**src/rtl/vmem_pkg.sv**
```systemverilog
package vmem_pkg;
  typedef enum logic [3:0] {
    ST_IDLE, ST_V_RAS, ST_V_COL, ST_V_CAS, ST_V_PRE,
    ST_C_RAS, ST_C_COL, ST_C_CAS, ST_C_ACK, ST_C_PRE
  } seq_state_e;

  typedef enum logic [1:0] {
    RG_ROM  = 2'b00,
    RG_IO   = 2'b01,
    RG_RAM0 = 2'b10,
    RG_RAM1 = 2'b11
  } region_e;
endpackage

```
**src/rtl/vmem_decode.sv**
```systemverilog
module vmem_decode
  import vmem_pkg::*;
(
  input  logic    a17_i,
  input  logic    a16_i,
  input  logic    ds_ni,
  input  logic    rw_i,
  output region_e region_o,
  output logic    cpu_req_o,
  output logic    rom_oe_o
);
  assign region_o  = region_e'({a17_i, a16_i});
  // ROM bypasses arbitration entirely
  assign rom_oe_o  = !ds_ni && rw_i && (region_o == RG_ROM);
  assign cpu_req_o = !ds_ni && (region_o != RG_ROM);
endmodule

```
**src/rtl/vmem_creg.sv**
```systemverilog
module vmem_creg #(
  parameter int DATA_W = 8
) (
  input  logic              clk_i,
  input  logic              rst_ni,
  input  logic              wr_i,
  input  logic [DATA_W-1:0] data_i,
  output logic [DATA_W-1:0] q_o
);
  always_ff @(posedge clk_i or negedge rst_ni) begin
    if (!rst_ni)   q_o <= '0;
    else if (wr_i) q_o <= data_i;
  end
endmodule

```
**src/rtl/vmem_seq.sv**
```systemverilog
module vmem_seq
  import vmem_pkg::*;
#(
  parameter int NUM_BANKS = 2,
  parameter int VID_BANK  = 0,
  localparam int BANK_W   = (NUM_BANKS > 1) ? $clog2(NUM_BANKS) : 1
) (
  input  logic                 clk_i,
  input  logic                 rst_ni,
  input  logic                 cpu_req_i,
  input  logic                 ds_ni,
  input  region_e              region_i,
  input  logic                 a6_i,
  input  logic                 rw_i,
  input  logic                 fetch_req_i,
  output logic                 ras_no,
  output logic [NUM_BANKS-1:0] cas_no,
  output logic                 we_no,
  output logic                 col_sel_o,
  output logic                 vda_o,
  output logic                 txoe_no,
  output logic                 dtack_no,
  output logic                 pcen_no,
  output logic                 reg_wr_o
);
  seq_state_e state_q, state_d;
  logic fetch_pend_q;
  logic lat_ram_q, lat_wr_q, lat_peri_q, lat_reg_q;
  logic [BANK_W-1:0] lat_bank_q;
  logic fetch_hit, grant_cpu, grant_vid;
  logic cpu_cas, vid_cas;

  assign fetch_hit = fetch_req_i || fetch_pend_q;
  assign grant_vid = (state_q == ST_IDLE) && fetch_hit;
  assign grant_cpu = (state_q == ST_IDLE) && !fetch_hit && cpu_req_i;

  always_comb begin
    state_d = state_q;
    unique case (state_q)
      ST_IDLE: begin
        if (grant_vid)      state_d = ST_V_RAS;
        else if (grant_cpu) state_d = ST_C_RAS;
      end
      ST_V_RAS: state_d = ST_V_COL;
      ST_V_COL: state_d = ST_V_CAS;
      ST_V_CAS: state_d = ST_V_PRE;
      ST_V_PRE: state_d = ST_IDLE;
      ST_C_RAS: state_d = ST_C_COL;
      ST_C_COL: state_d = ST_C_CAS;
      ST_C_CAS: state_d = ST_C_ACK;
      ST_C_ACK: if (ds_ni) state_d = ST_C_PRE;
      ST_C_PRE: state_d = ST_IDLE;
      default:  state_d = ST_IDLE;
    endcase
  end

  always_ff @(posedge clk_i or negedge rst_ni) begin
    if (!rst_ni) begin
      state_q      <= ST_IDLE;
      fetch_pend_q <= 1'b0;
      lat_ram_q    <= 1'b0;
      lat_wr_q     <= 1'b0;
      lat_peri_q   <= 1'b0;
      lat_reg_q    <= 1'b0;
      lat_bank_q   <= '0;
    end else begin
      state_q      <= state_d;
      fetch_pend_q <= fetch_hit && !grant_vid;
      if (grant_cpu) begin
        lat_ram_q  <= region_i[1];
        lat_bank_q <= BANK_W'(region_i[0]);
        lat_wr_q   <= !rw_i;
        lat_peri_q <= (region_i == RG_IO) && !a6_i;
        lat_reg_q  <= (region_i == RG_IO) && a6_i && !rw_i;
      end
    end
  end

  assign cpu_cas = state_q inside {ST_C_CAS, ST_C_ACK};
  assign vid_cas = (state_q == ST_V_CAS);

  for (genvar b = 0; b < NUM_BANKS; b++) begin : g_cas
    assign cas_no[b] = !((cpu_cas && lat_ram_q && (lat_bank_q == BANK_W'(b))) ||
                         (vid_cas && (VID_BANK == b)));
  end

  assign ras_no    = !(state_q inside {ST_V_RAS, ST_V_COL, ST_V_CAS,
                                       ST_C_RAS, ST_C_COL, ST_C_CAS, ST_C_ACK});
  assign col_sel_o = state_q inside {ST_V_COL, ST_V_CAS, ST_C_COL, ST_C_CAS, ST_C_ACK};
  assign we_no     = !(lat_ram_q && lat_wr_q && (state_q inside {ST_C_COL, ST_C_CAS, ST_C_ACK}));
  assign vda_o     = state_q inside {ST_V_RAS, ST_V_COL, ST_V_CAS, ST_V_PRE};
  assign txoe_no   = !(state_q inside {ST_C_RAS, ST_C_COL, ST_C_CAS, ST_C_ACK});
  assign dtack_no  = (state_q != ST_C_ACK);
  assign pcen_no   = !(cpu_cas && lat_peri_q);
  // register loads on the edge that enters the acknowledge phase
  assign reg_wr_o  = (state_q == ST_C_CAS) && lat_reg_q;
endmodule

```
**src/rtl/vmem_ctrl.sv**
```systemverilog
module vmem_ctrl
  import vmem_pkg::*;
#(
  parameter int DATA_W    = 8,
  parameter int NUM_BANKS = 2,
  parameter int VID_BANK  = 0
) (
  input  logic                 clk_i,
  input  logic                 rst_ni,
  input  logic                 a17_i,
  input  logic                 a16_i,
  input  logic                 a6_i,
  input  logic                 ds_ni,
  input  logic                 rw_i,
  input  logic [DATA_W-1:0]    data_i,
  input  logic                 fetch_req_i,
  output logic                 rom_oe_o,
  output logic                 ras_no,
  output logic [NUM_BANKS-1:0] cas_no,
  output logic                 we_no,
  output logic                 col_sel_o,
  output logic                 vda_o,
  output logic                 txoe_no,
  output logic                 dtack_no,
  output logic                 pcen_no,
  output logic [DATA_W-1:0]    ctrl_reg_o
);
  region_e region;
  logic    cpu_req;
  logic    reg_wr;

  vmem_decode i_decode (
    .a17_i, .a16_i, .ds_ni, .rw_i,
    .region_o (region),
    .cpu_req_o(cpu_req),
    .rom_oe_o
  );

  vmem_seq #(.NUM_BANKS(NUM_BANKS), .VID_BANK(VID_BANK)) i_seq (
    .clk_i, .rst_ni,
    .cpu_req_i(cpu_req),
    .ds_ni,
    .region_i (region),
    .a6_i, .rw_i, .fetch_req_i,
    .ras_no, .cas_no, .we_no, .col_sel_o, .vda_o,
    .txoe_no, .dtack_no, .pcen_no,
    .reg_wr_o (reg_wr)
  );

  vmem_creg #(.DATA_W(DATA_W)) i_creg (
    .clk_i, .rst_ni,
    .wr_i  (reg_wr),
    .data_i,
    .q_o   (ctrl_reg_o)
  );
endmodule

```
**config.mk**
```make
export PLATFORM = sky130hd
export DESIGN_NAME = vmem_ctrl
export DESIGN_NICKNAME = d
export VERILOG_FILES = /design/src/rtl/vmem_pkg.sv /design/src/rtl/vmem_decode.sv /design/src/rtl/vmem_creg.sv /design/src/rtl/vmem_seq.sv /design/src/rtl/vmem_ctrl.sv
export SDC_FILE = /design/constraint.sdc
export NUM_CORES = 1
export LEC_CHECK = 0
export ABC_AREA = 1
export CAP_MARGIN = 10
export CORE_MARGIN = 2
export CORE_UTILIZATION = 36
export DETAILED_ROUTE_END_ITERATION = 10
export PLACE_DENSITY = 0.68
export SETUP_SLACK_MARGIN = 0.4
export SLEW_MARGIN = 0
export SYNTH_ARGS = -nofsm -noshare
export SYNTH_HDL_FRONTEND = slang
export SYNTH_SLANG_ARGS = --single-unit
```
**constraint.sdc**
```tcl
create_clock -name clk_i -period 1.1 [get_ports clk_i]
set_input_delay 0.165 -clock clk_i [delete_from_list [all_inputs] [get_ports clk_i]]
set_output_delay 0.165 -clock clk_i [all_outputs]
set_load 0.03 [all_outputs]
```
==> summary.txt, run 1 <==
Status
  • Run status: finished, violations left
  • Violations in the final reports: setup timing

Critical path
  • Startpoint of the worst-slack reg-to-reg timing path: i_seq.state_q[2]
  • Register-to-register setup slack: -0.44 ns
  • Reg-to-Reg End: i_creg.q_o[5]
  • Maximum fanout encountered on the critical timing path: 3
  • R2R depth: 9
  • Endpoint kind of the worst setup timing path: output port
  • Path type of the worst setup path: register to output port
  • Type of element launching the critical path: register
  • Data arrival time at the worst-slack endpoint: 1.46 ns
  • Critical Path RT: 0.94 ns

STA
  • RSZ-0062 raised after global routing: yes
  • Maximum achievable frequency: 0.615 GHz
  • Final setup violation count: 24
  • Tightest slew margin relative to the limit: 0.842
  • Final Hold Violating Endpoints: 0
  • Fin Hold WS: 0.128 ns
  • Final critical-path setup slack: -0.527 ns
  • Fin crit share: 1.48
  • Total count of max-transition violations in the final report: 0
  • Min Tclk post-route: 1.63 ns
  • Maximum clock skew at final layout: 0.0116 ns
  • Measured slew at the worst slew-check pin: 0.236 ns

Synthesis
  • Warnings, synthesis: 0
  • Share of the yosys chip area belonging to registers: 0.476
  • Prevailing post-synth register cell: sky130_fd_sc_hd__dfrtp_1
  • Post-synthesis share of cell area spent on xor and xnor gates: 0
  • Number of enable flip-flop cells after synthesis: 0
  • Complex-gate fraction of the synthesized area: 0.0661
  • Post-Syn Nets: 135
  • Cell area after synthesis: 947 um^2
  • Main combinational cell family by area after synthesis: simple AND/OR/NAND/NOR gates
  • Distinct cell type count of the synthesized netlist: 20
  • Post-synthesis sequential element count: 18
  • Async set-reset flop share out of synthesis: 1.00
  • Synthesized instance count: 119
  • Area share of fa/ha/maj cells after synthesis: 0
  • Post-Syn Area per Cell: 7.96 um^2
  • Multiplexer area fraction after synthesis: 0
  • Post-synthesis simple-gate area fraction: 0.399

Floorplan
  • Total Die Area: 3060 um^2
  • Top-level port count: 34
  • Chip Width: 55.3 um
  • Vertical die dimension: 55.3 um
  • Starting density of the core: 0.382
  • Core area: 2480 um^2
  • Number of cell rows: 18

Power and ir drop
  • Power per cell area: 2450 nW/um^2
  • Fraction of power consumed by sequential logic: 0.274
  • Fraction of power consumed by combinational cells: 0.627
  • P_leak: 0.815 nW
  • Sw Ratio: 0.443
  • Switching power total: 1.90 mW
  • Clock network fraction of total power: 0.099
  • Sum of internal, switching and leakage power: 4.29 mW
  • Highest ir drop seen on vdd: 2.12 mV
  • Internal power consumption: 2.39 mW

Global routing
  • Grt total ovfl: 0
  • Global-route wire length before repair: 4420 um
  • Via count of the first global-routing pass: 1052
  • Pin count of the biggest net entering global routing: 19
  • All-Layer GR Usage: 0.180
  • Initial antenna violation count: 0

Clock network
  • Sinks on the clock net: 18
  • Buffer cell driving the clock tree root: sky130_fd_sc_hd__clkbuf_4
  • Hold-fix buffer count after cts: 0
  • Clock slew at the register clock pins of the worst setup and hold paths: 0.12 ns
  • Deepest clock path buffer count: 2
  • CTS tree: built
  • Clock Latency Late Sink: 0.30 ns
  • Number of buffers added by the clock tree synthesis step: 3
  • CTS HTree Levels: 1

Finish
  • Fraction of final layout cells with drive strength greater than 1: 0.495
  • Layout Nets: 203
  • Area growth from synthesis to layout: 84.9%
  • Utilization of the core after routing: 0.707
  • Antenna cell count: 0

Route
  • Via count: 1009
  • Total DRC errors in the routed layout: 0
  • Per-cell routed wire length: 12.2 um
  • Final antenna-violating net count: 0
  • Number of vias per cell after detailed routing: 4.67
  • Final wirelength: 2640 um
  • Detailed Route Iter0 Violations: 18
  • Drt pass-1 iters: 3

Min path
  • Worst hold path startpoint: rw_i
  • End of the worst hold path: i_seq.lat_reg_q
  • Min-delay worst type: primary input to register
  • Cell count of the worst hold path: 4

Placement
  • Final HPWL DP: 1880 um
  • PortBufs: 33
  • DP Worst Slack: -0.303 ns
  • Weighted congestion reported at the end of routability-driven placement: 0.794

Run
  • Count of maximum capacitance violations: 0
Yosys cell counts (2+ instances only):
cell,number,area [um^2]
sky130_fd_sc_hd__nand2_1,44,165
sky130_fd_sc_hd__dfrtp_1,18,450
sky130_fd_sc_hd__nor2_1,14,52.6
sky130_fd_sc_hd__inv_1,9,33.8
sky130_fd_sc_hd__o21ai_1,9,45.0
sky130_fd_sc_hd__nor2_4,4,45.0
sky130_fd_sc_hd__inv_2,3,11.3
sky130_fd_sc_hd__nand3_1,3,15.0
sky130_fd_sc_hd__nand2_4,2,22.5
sky130_fd_sc_hd__nand3_2,2,20.0
sky130_fd_sc_hd__nor2_2,2,12.5
registers in the layout, summed over array words and instances (netlist names):
name                count
i_creg.q_o              8
i_seq.fetch_pend_q      1
i_seq.lat_bank_q        1
i_seq.lat_peri_q        1
i_seq.lat_ram_q         1
i_seq.lat_reg_q         1
i_seq.lat_wr_q          1
i_seq.state_q           4
critical path, stage by stage, from the launching register on:
cell and delay [ns]:
sky130_fd_sc_hd__dfrtp_2 0.46, sky130_fd_sc_hd__buf_4 0.15, sky130_fd_sc_hd__nor2_2 0.12, sky130_fd_sc_hd__nand2_1 0.09, sky130_fd_sc_hd__buf_4 0.14, sky130_fd_sc_hd__nand2_4 0.05, sky130_fd_sc_hd__buf_4 0.14
final cells by class:
| cell class | instances | area [um^2] |
|---|---|---|
| Clock buffer | 4 | 36.3 |
| Inverter | 12 | 45.0 |
| Multi-Input combinational cell | 88 | 548 |
| Timing Repair Buffer | 64 | 629 |
| Tap cell | 30 | 37.5 |
| Sequential cell | 18 | 455 |
| Fill cell | 180 | 726 |
layout by cell type, fill, tap and decap left out, types with 5 or more instances in the layout:
master                            count
sky130_fd_sc_hd__nand2_1             38
sky130_fd_sc_hd__buf_4               26
sky130_fd_sc_hd__buf_6               22
sky130_fd_sc_hd__dfrtp_1             14
sky130_fd_sc_hd__nor2_1              11
sky130_fd_sc_hd__clkdlybuf4s50_1     11
sky130_fd_sc_hd__o21ai_1              8
sky130_fd_sc_hd__nor2_4               7
sky130_fd_sc_hd__inv_1                7
sky130_fd_sc_hd__inv_2                5
layer usage:
metal | up-vias | GRT usage | wire (um)
met1 | 471 | 0.214 | 1100
li1 | 506 | - | -
met5 | - | 0 | 0
met2 | 26 | 0.311 | 1370
met3 | 6 | 0.0234 | 93
met4 | 0 | 0.0976 | 72
logic make-up after synthesis:
logic type	after synthesis
AOI/OAI and AO/OA	12
buffers and inverters	13
DFF	18
and+or+nand+nor	76
power by group through the flow:
stage / logic (mW) / clock network (mW) / registers (mW)
3_3_place_gp: 2.23 / 0 / 1.13
2_1_floorplan: 1.21 / 0 / 1.29
3_5_place_dp: 2.28 / 0 / 1.15
5_1_grt: 2.88 / 0.463 / 1.21
6_report: 2.69 / 0.424 / 1.17
4_1_cts: 2.51 / 0.438 / 1.17
what timing repair did:
item | in CTS | in global routing
endpoints found under the hold margin | 0 | 0
cloned | 0 | 1
endpoints found under the setup margin | 36 | 36
pin swaps | 11 | 19
buffers inserted | 6 | 5
resized for setup | 40 | 10
metrics by stage:
stage          area [um^2]  instances  setup TNS, ns
2_1_floorplan         1030        119         -0.810
3_3_place_gp          1500        200          -4.36
3_5_place_dp          1500        200          -4.92
4_1_cts               1660        210          -8.70
5_1_grt               1750        216         -11.24
6_report              1750        216          -9.38
worst max-delay path by stage:
stage,start,to,slack (ns)
floorplan,i_seq.state_q[1],cas_no[0],-0.15
global placement,a17_i,i_seq.lat_reg_q,-0.26
detailed placement,a17_i,i_seq.lat_peri_q,-0.30
CTS,i_seq.state_q[3],vda_o,-0.53
global route,i_seq.state_q[2],cas_no[0],-0.61
finish,i_seq.state_q[3],vda_o,-0.53
Power figures use the tool's default switching activity.
==> run 2: changes to the inputs <==
Settings changed: PLACE_DENSITY 0.68 to 0.78, SLEW_MARGIN 0 to default.
==> summary.txt, run 2 (same netlist as run 1, synthesis figures left out) <==
Route
  • Total DRC errors in the routed layout: 0 (unchanged)
  • Drt pass-1 iters: 4 (+1)
  • Detailed Route Iter0 Violations: 16 (-2)
  • Final wirelength: 3110 um (+18%)
  • Via count: 1084 (+7.4%)
  • Final antenna-violating net count: 0 (unchanged)
  • Number of vias per cell after detailed routing: 4.88 (+4.5%)
  • Per-cell routed wire length: 14.0 um (+15%)

Floorplan
  • Chip Width: 55.3 um (unchanged)
  • Starting density of the core: 0.382 (unchanged)
  • Total Die Area: 3060 um^2 (unchanged)
  • Number of cell rows: 18 (unchanged)
  • Core area: 2480 um^2 (unchanged)
  • Vertical die dimension: 55.3 um (unchanged)
  • Top-level port count: 34 (unchanged)

STA
  • Total count of max-transition violations in the final report: 0 (unchanged)
  • Tightest slew margin relative to the limit: 0.769 (-0.0732)
  • Maximum achievable frequency: 0.590 GHz (-4.1%)
  • Final setup violation count: 26 (+8.3%)
  • RSZ-0062 raised after global routing: yes
  • Final critical-path setup slack: -0.596 ns (-0.0687 ns)
  • Maximum clock skew at final layout: 0.00169 ns (-0.00992 ns)
  • Final Hold Violating Endpoints: 0 (unchanged)
  • Measured slew at the worst slew-check pin: 0.345 ns (+0.109 ns)
  • Fin Hold WS: 0.191 ns (+0.0622 ns)
  • Min Tclk post-route: 1.70 ns (+0.0687 ns)
  • Fin crit share: 1.54 (+0.0625)

Clock network
  • Number of buffers added by the clock tree synthesis step: 3 (unchanged)
  • CTS HTree Levels: 1 (unchanged)
  • Clock Latency Late Sink: 0.29 ns (about the same)
  • Sinks on the clock net: 18 (unchanged)
  • Clock slew at the register clock pins of the worst setup and hold paths: 0.10 ns (-0.02 ns)
  • Hold-fix buffer count after cts: 0 (unchanged)
  • Buffer cell driving the clock tree root: sky130_fd_sc_hd__clkbuf_4
  • Deepest clock path buffer count: 2 (unchanged)
  • CTS tree: built

Power and ir drop
  • Internal power consumption: 2.60 mW (+9.1%)
  • Highest ir drop seen on vdd: 1.71 mV (-20%)
  • Power per cell area: 2590 nW/um^2 (+6.0%)
  • P_leak: 0.845 nW (+3.6%)
  • Clock network fraction of total power: 0.087 (-0.012)
  • Sw Ratio: 0.445 (+0.00186)
  • Fraction of power consumed by combinational cells: 0.657 (+0.030)
  • Fraction of power consumed by sequential logic: 0.255 (-0.019)
  • Switching power total: 2.09 mW (+9.9%)
  • Sum of internal, switching and leakage power: 4.69 mW (+9.5%)

Critical path
  • R2R depth: 8 (-1)
  • Type of element launching the critical path: register
  • Register-to-register setup slack: -0.36 ns (+0.08 ns)
  • Path type of the worst setup path: register to output port
  • Reg-to-Reg End: i_creg.q_o[4]
  • Critical Path RT: 0.94 ns (about the same)
  • Endpoint kind of the worst setup timing path: output port
  • Data arrival time at the worst-slack endpoint: 1.53 ns (+0.07 ns)
  • Cell with the largest stage delay on the worst path: sky130_fd_sc_hd__dfrtp_2
  • Peak per-stage delay on the critical path: 0.47 ns (about the same)
  • Startpoint of the worst-slack reg-to-reg timing path: i_seq.state_q[2]
  • Cell seen most often among critical-path stages: sky130_fd_sc_hd__inv_2
  • Sequence of cells on the critical path: inv_2 -> nor2_4 -> nand2_4 -> nand2_8 -> nand3_2 -> nand2_2 -> inv_2 -> buf_6
  • Maximum fanout encountered on the critical timing path: 5 (+2)

Global routing
  • Pin count of the biggest net entering global routing: 19 (unchanged)
  • Grt total ovfl: 0 (unchanged)
  • All-Layer GR Usage: 0.181 (+0.000801)
  • Via count of the first global-routing pass: 1051 (-0.095%)
  • Initial antenna violation count: 0 (unchanged)
  • Global-route wire length before repair: 4460 um (+0.93%)

Finish
  • Largest register by flop count: i_creg.q_o
  • Fraction of final layout cells with drive strength greater than 1: 0.516 (+0.0210)
  • Most frequent standard cell in the layout excluding fill and tap cells: sky130_fd_sc_hd__nand2_1
  • Largest register FFs: 8 (unchanged)
  • Post-layout instance area: 1810 um^2 (+3.3%)
  • Filler cell count: 170 (-5.6%)
  • Antenna cell count: 0 (unchanged)
  • Biggest registers after layout: i_creg.q_o: 8 flops, i_seq.state_q: 4 flops
  • Most frequent cells in the layout: sky130_fd_sc_hd__nand2_1 (39), sky130_fd_sc_hd__buf_6 (29), sky130_fd_sc_hd__buf_4 (28)
  • Area growth from synthesis to layout: 91.0%
  • Layout Nets: 209 (+3.0%)

Status
  • Run status: finished, violations left
  • Violations in the final reports: setup timing

Run
  • Count of maximum capacitance violations: 0 (unchanged)

Placement
  • Final HPWL DP: 1930 um (+2.7%)
  • Placed instance area: 1490 um^2 (-0.33%)
  • Weighted congestion reported at the end of routability-driven placement: 0.807 (+1.6%)
  • DP Worst Slack: -0.348 ns (-0.0448 ns)
  • PortBufs: 33 (unchanged)

Min path
  • Min-delay worst type: primary input to asynchronous set/reset pin
[run 2: cell count changes in the layout (fill, tap and decap cells not counted), sizes merged]
cell,change
clkdlybuf4s15,-1
clkbuf,-1
buf,+7
dlygate4sd2,+1
[run 2: power groups by stage]
stage | logic, mW | registers [mW] | clock network (mW)
global route | 3.26 | 1.23 | 0.451
detailed placement | 2.25 | 1.16 | 0
CTS | 2.57 | 1.19 | 0.411
finish | 3.09 | 1.20 | 0.409
floorplan | 1.21 | 1.29 | 0
global placement | 2.21 | 1.14 | 0
[run 2: layout make-up]
type / instances / area, um^2 / share of cell area
clock buffer: 4 / 36.3 / 0.0201
multi-input combinational: 88 / 564 / 0.312
sequential: 18 / 455 / 0.252
timing repair buffer: 70 / 671 / 0.371
tap: 30 / 37.5 / 0.0207
inverter: 12 / 45.0 / 0.0249
[run 2: stage by stage]
step,std cells,TNS [ns],utilization
after floorplan,119,-0.810,-
after CTS,212,-7.89,0.676
final,222,-9.89,0.730
after global placement,201,-4.07,0.602
after detailed placement,201,-4.94,0.602
after global routing,222,-11.33,0.730
[run 2: worst max-delay path by stage]
| stage | to | start | depth (start not counted) |
|---|---|---|---|
| after floorplan | cas_no[0] | i_seq.state_q[1] | 6 |
| after global placement | rom_oe_o | a17_i | 4 |
| after detailed placement | i_seq.lat_wr_q | a17_i | 6 |
| after CTS | cas_no[0] | i_seq.state_q[3] | 7 |
| after global routing | cas_no[0] | i_seq.state_q[3] | 8 |
| final | cas_no[0] | i_seq.state_q[3] | 8 |
[run 2: worst max-delay path, delay by kind of cell (launching register included)]
| kind | cells | cell delay [ns] |
|---|---|---|
| simple gates | 5 | 0.51 |
| flops | 1 | 0.47 |
| buf+inv | 3 | 0.25 |
[run 2: timing repair]
action,4_1_cts,5_1_grt
setup endpoints to repair,36,36
resized for setup,45,14
pin swaps,9,24
setup buffers,7,10
[run 2: routing by layer]
metal  GRT usage  wire length [um]  vias to the layer above
li1            -                 -                      520
met1       0.211              1210                      538
met2       0.337              1780                       24
met3      0.0398               109                        2
met4      0.0348                10                        0
met5           0                 0                        -
==> run 3: changes to the inputs <==
Settings changed: SKIP_LAST_GASP from default to 1, SLEW_MARGIN from default to 10.
==> summary.txt, run 3 (same netlist as run 1, synthesis figures left out) <==
Critical path
  • Data arrival time at the worst-slack endpoint: 1.53 ns (about the same)
  • Maximum fanout encountered on the critical timing path: 5 (unchanged)
  • Sequence of cells on the critical path: inv_2 -> nor2_4 -> nand2_4 -> nand2_8 -> nand3_2 -> nand2_2 -> inv_2 -> buf_6
  • Type of element launching the critical path: register
  • Critical Path RT: 0.94 ns (about the same)
  • Path type of the worst setup path: register to output port
  • Peak per-stage delay on the critical path: 0.47 ns (about the same)
  • Cell seen most often among critical-path stages: sky130_fd_sc_hd__inv_2
  • Endpoint kind of the worst setup timing path: output port
  • Cell with the largest stage delay on the worst path: sky130_fd_sc_hd__dfrtp_2

Power and ir drop
  • Clock network fraction of total power: 0.088 (about the same)
  • Sw Ratio: 0.447 (+0.00131)
  • Switching power total: 2.08 mW (-0.26%)
  • Highest ir drop seen on vdd: 1.70 mV (-0.14%)
  • P_leak: 0.843 nW (-0.15%)
  • Fraction of power consumed by combinational cells: 0.656 (about the same)
  • Internal power consumption: 2.58 mW (-0.79%)
  • Sum of internal, switching and leakage power: 4.67 mW (-0.55%)
  • Power per cell area: 2590 nW/um^2 (-0.35%)
  • Fraction of power consumed by sequential logic: 0.257 (+0.002)

STA
  • Maximum achievable frequency: 0.590 GHz (unchanged)
  • RSZ-0062 raised after global routing: yes
  • Final setup violation count: 26 (unchanged)
  • Final critical-path setup slack: -0.596 ns (unchanged)
  • Total count of max-transition violations in the final report: 0 (unchanged)
  • Fin crit share: 1.54 (unchanged)
  • Measured slew at the worst slew-check pin: 0.345 ns (unchanged)
  • Maximum clock skew at final layout: 0.00169 ns (unchanged)
  • Tightest slew margin relative to the limit: 0.769 (unchanged)
  • Min Tclk post-route: 1.70 ns (unchanged)
  • Final Hold Violating Endpoints: 0 (unchanged)
  • Sum of negative setup slack: -9.92 ns (-0.0249 ns)

Placement
  • PortBufs: 33 (unchanged)
  • DP Worst Slack: -0.348 ns (unchanged)
  • Weighted congestion reported at the end of routability-driven placement: 0.807 (unchanged)
  • Number of cells in the design after placement: 201 (unchanged)
  • Final HPWL DP: 1930 um (unchanged)

Floorplan
  • Chip Width: 55.3 um (unchanged)
  • Number of cell rows: 18 (unchanged)
  • Vertical die dimension: 55.3 um (unchanged)
  • Top-level port count: 34 (unchanged)
  • Starting density of the core: 0.382 (unchanged)
  • Total Die Area: 3060 um^2 (unchanged)
  • Core area: 2480 um^2 (unchanged)

Clock network
  • Deepest clock path buffer count: 2 (unchanged)
  • CTS tree: built
  • Clock Latency Late Sink: 0.29 ns (about the same)
  • Clock slew at the register clock pins of the worst setup and hold paths: 0.10 ns (about the same)
  • Buffer cell driving the clock tree root: sky130_fd_sc_hd__clkbuf_4
  • Number of buffers added by the clock tree synthesis step: 3 (unchanged)
  • Sinks on the clock net: 18 (unchanged)
  • CTS HTree Levels: 1 (unchanged)

Global routing
  • Grt total ovfl: 0 (unchanged)
  • All-Layer GR Usage: 0.181 (unchanged)
  • Pin count of the biggest net entering global routing: 19 (unchanged)
  • Global-route wire length before repair: 4460 um (unchanged)
  • Initial antenna violation count: 0 (unchanged)
  • Via count of the first global-routing pass: 1051 (unchanged)

Route
  • Number of vias per cell after detailed routing: 4.88 (unchanged)
  • Drt pass-1 iters: 4 (unchanged)
  • Via count: 1084 (unchanged)
  • Per-cell routed wire length: 14.0 um (about the same)
  • Final wirelength: 3110 um (about the same)
  • Total DRC errors in the routed layout: 0 (unchanged)
  • Detailed Route Iter0 Violations: 16 (unchanged)
  • Final antenna-violating net count: 0 (unchanged)

Finish
  • Largest register FFs: 8 (unchanged)
  • Largest register by flop count: i_creg.q_o
  • Filler cell count: 170 (unchanged)
  • Fraction of final layout cells with drive strength greater than 1: 0.516 (unchanged)
  • Layout Nets: 209 (unchanged)
  • Most frequent cells in the layout: sky130_fd_sc_hd__nand2_1 (39), sky130_fd_sc_hd__buf_4 (29), sky130_fd_sc_hd__buf_6 (28)
  • Count of non-filler cells in the finished layout: 222 (unchanged)
  • Antenna cell count: 0 (unchanged)
  • Area growth from synthesis to layout: 90.6%
  • Most frequent standard cell in the layout excluding fill and tap cells: sky130_fd_sc_hd__nand2_1
  • Biggest registers after layout: i_creg.q_o: 8 flops, i_seq.state_q: 4 flops

Run
  • Count of maximum capacitance violations: 0 (unchanged)

Status
  • Violations in the final reports: setup timing
  • Run status: finished, violations left

Min path
  • Min-delay worst type: primary input to asynchronous set/reset pin
[run 3: cell counts in the layout (fill, tap and decap cells not counted)]
No cell type changed its count.
[run 3: area by class of cell]
class | instances | area, um^2 | share of cell area
multi-input cells | 88 | 564 | 0.313
repair buffers | 70 | 667 | 0.369
inverters | 12 | 45.0 | 0.0249
clock buffers | 4 | 36.3 | 0.0201
well taps | 30 | 37.5 | 0.0208
flip-flops and latches | 18 | 455 | 0.252
[run 3: through the flow]
stage / hold slack [ns] / utilization / area [um^2]
finish: 0.191 / 0.729 / 1810
global route: 0.196 / 0.729 / 1810
CTS: 0.194 / 0.676 / 1680
detailed placement: 0.469 / 0.602 / 1490
global placement: 0.458 / 0.602 / 1490
floorplan: -0.131 / - / 1030
[run 3: power by group through the flow]
stage          registers (mW)  clock network [mW]  logic [mW]
2_1_floorplan            1.29                   0        1.21
3_3_place_gp             1.14                   0        2.21
3_5_place_dp             1.16                   0        2.25
4_1_cts                  1.19               0.411        2.57
5_1_grt                  1.23               0.451        3.24
6_report                 1.20               0.409        3.06
[run 3: worst max-delay path, delay by kind of cell, from the launching register on]
family	cells	cell delay (ns)
simple gates	5	0.51
buf+inv	3	0.25
flops	1	0.47
[run 3: metal layers]
metal  wire length, um  global-route usage
met1              1210               0.211
met4                10              0.0348
met5                 0                   0
met3               109              0.0398
met2              1780               0.337
[run 3: path summary, 6_finish.rpt]
path	from	end	slack [ns]	cells after the start
hold / removal	rst_ni	i_seq.lat_wr_q	0.19	2
setup reg to reg	i_seq.state_q[2]	i_creg.q_o[4]	-0.36	8
min in group clk_i	a16_i	i_seq.lat_bank_q	0.27	5
setup / recovery	i_seq.state_q[3]	cas_no[0]	-0.60	8
max in group asynchronous	rst_ni	i_seq.state_q[1]	0.70	2
hold reg to reg	i_seq.lat_reg_q	i_seq.lat_reg_q	0.49	2
[run 3: repair_timing]
item                                    in CTS  in global routing
hold buffers                                 0                  0
pin swaps                                    9                 24
endpoints found under the setup margin      36                 36
resized for setup                           45                 13
buffers inserted                             7                 10
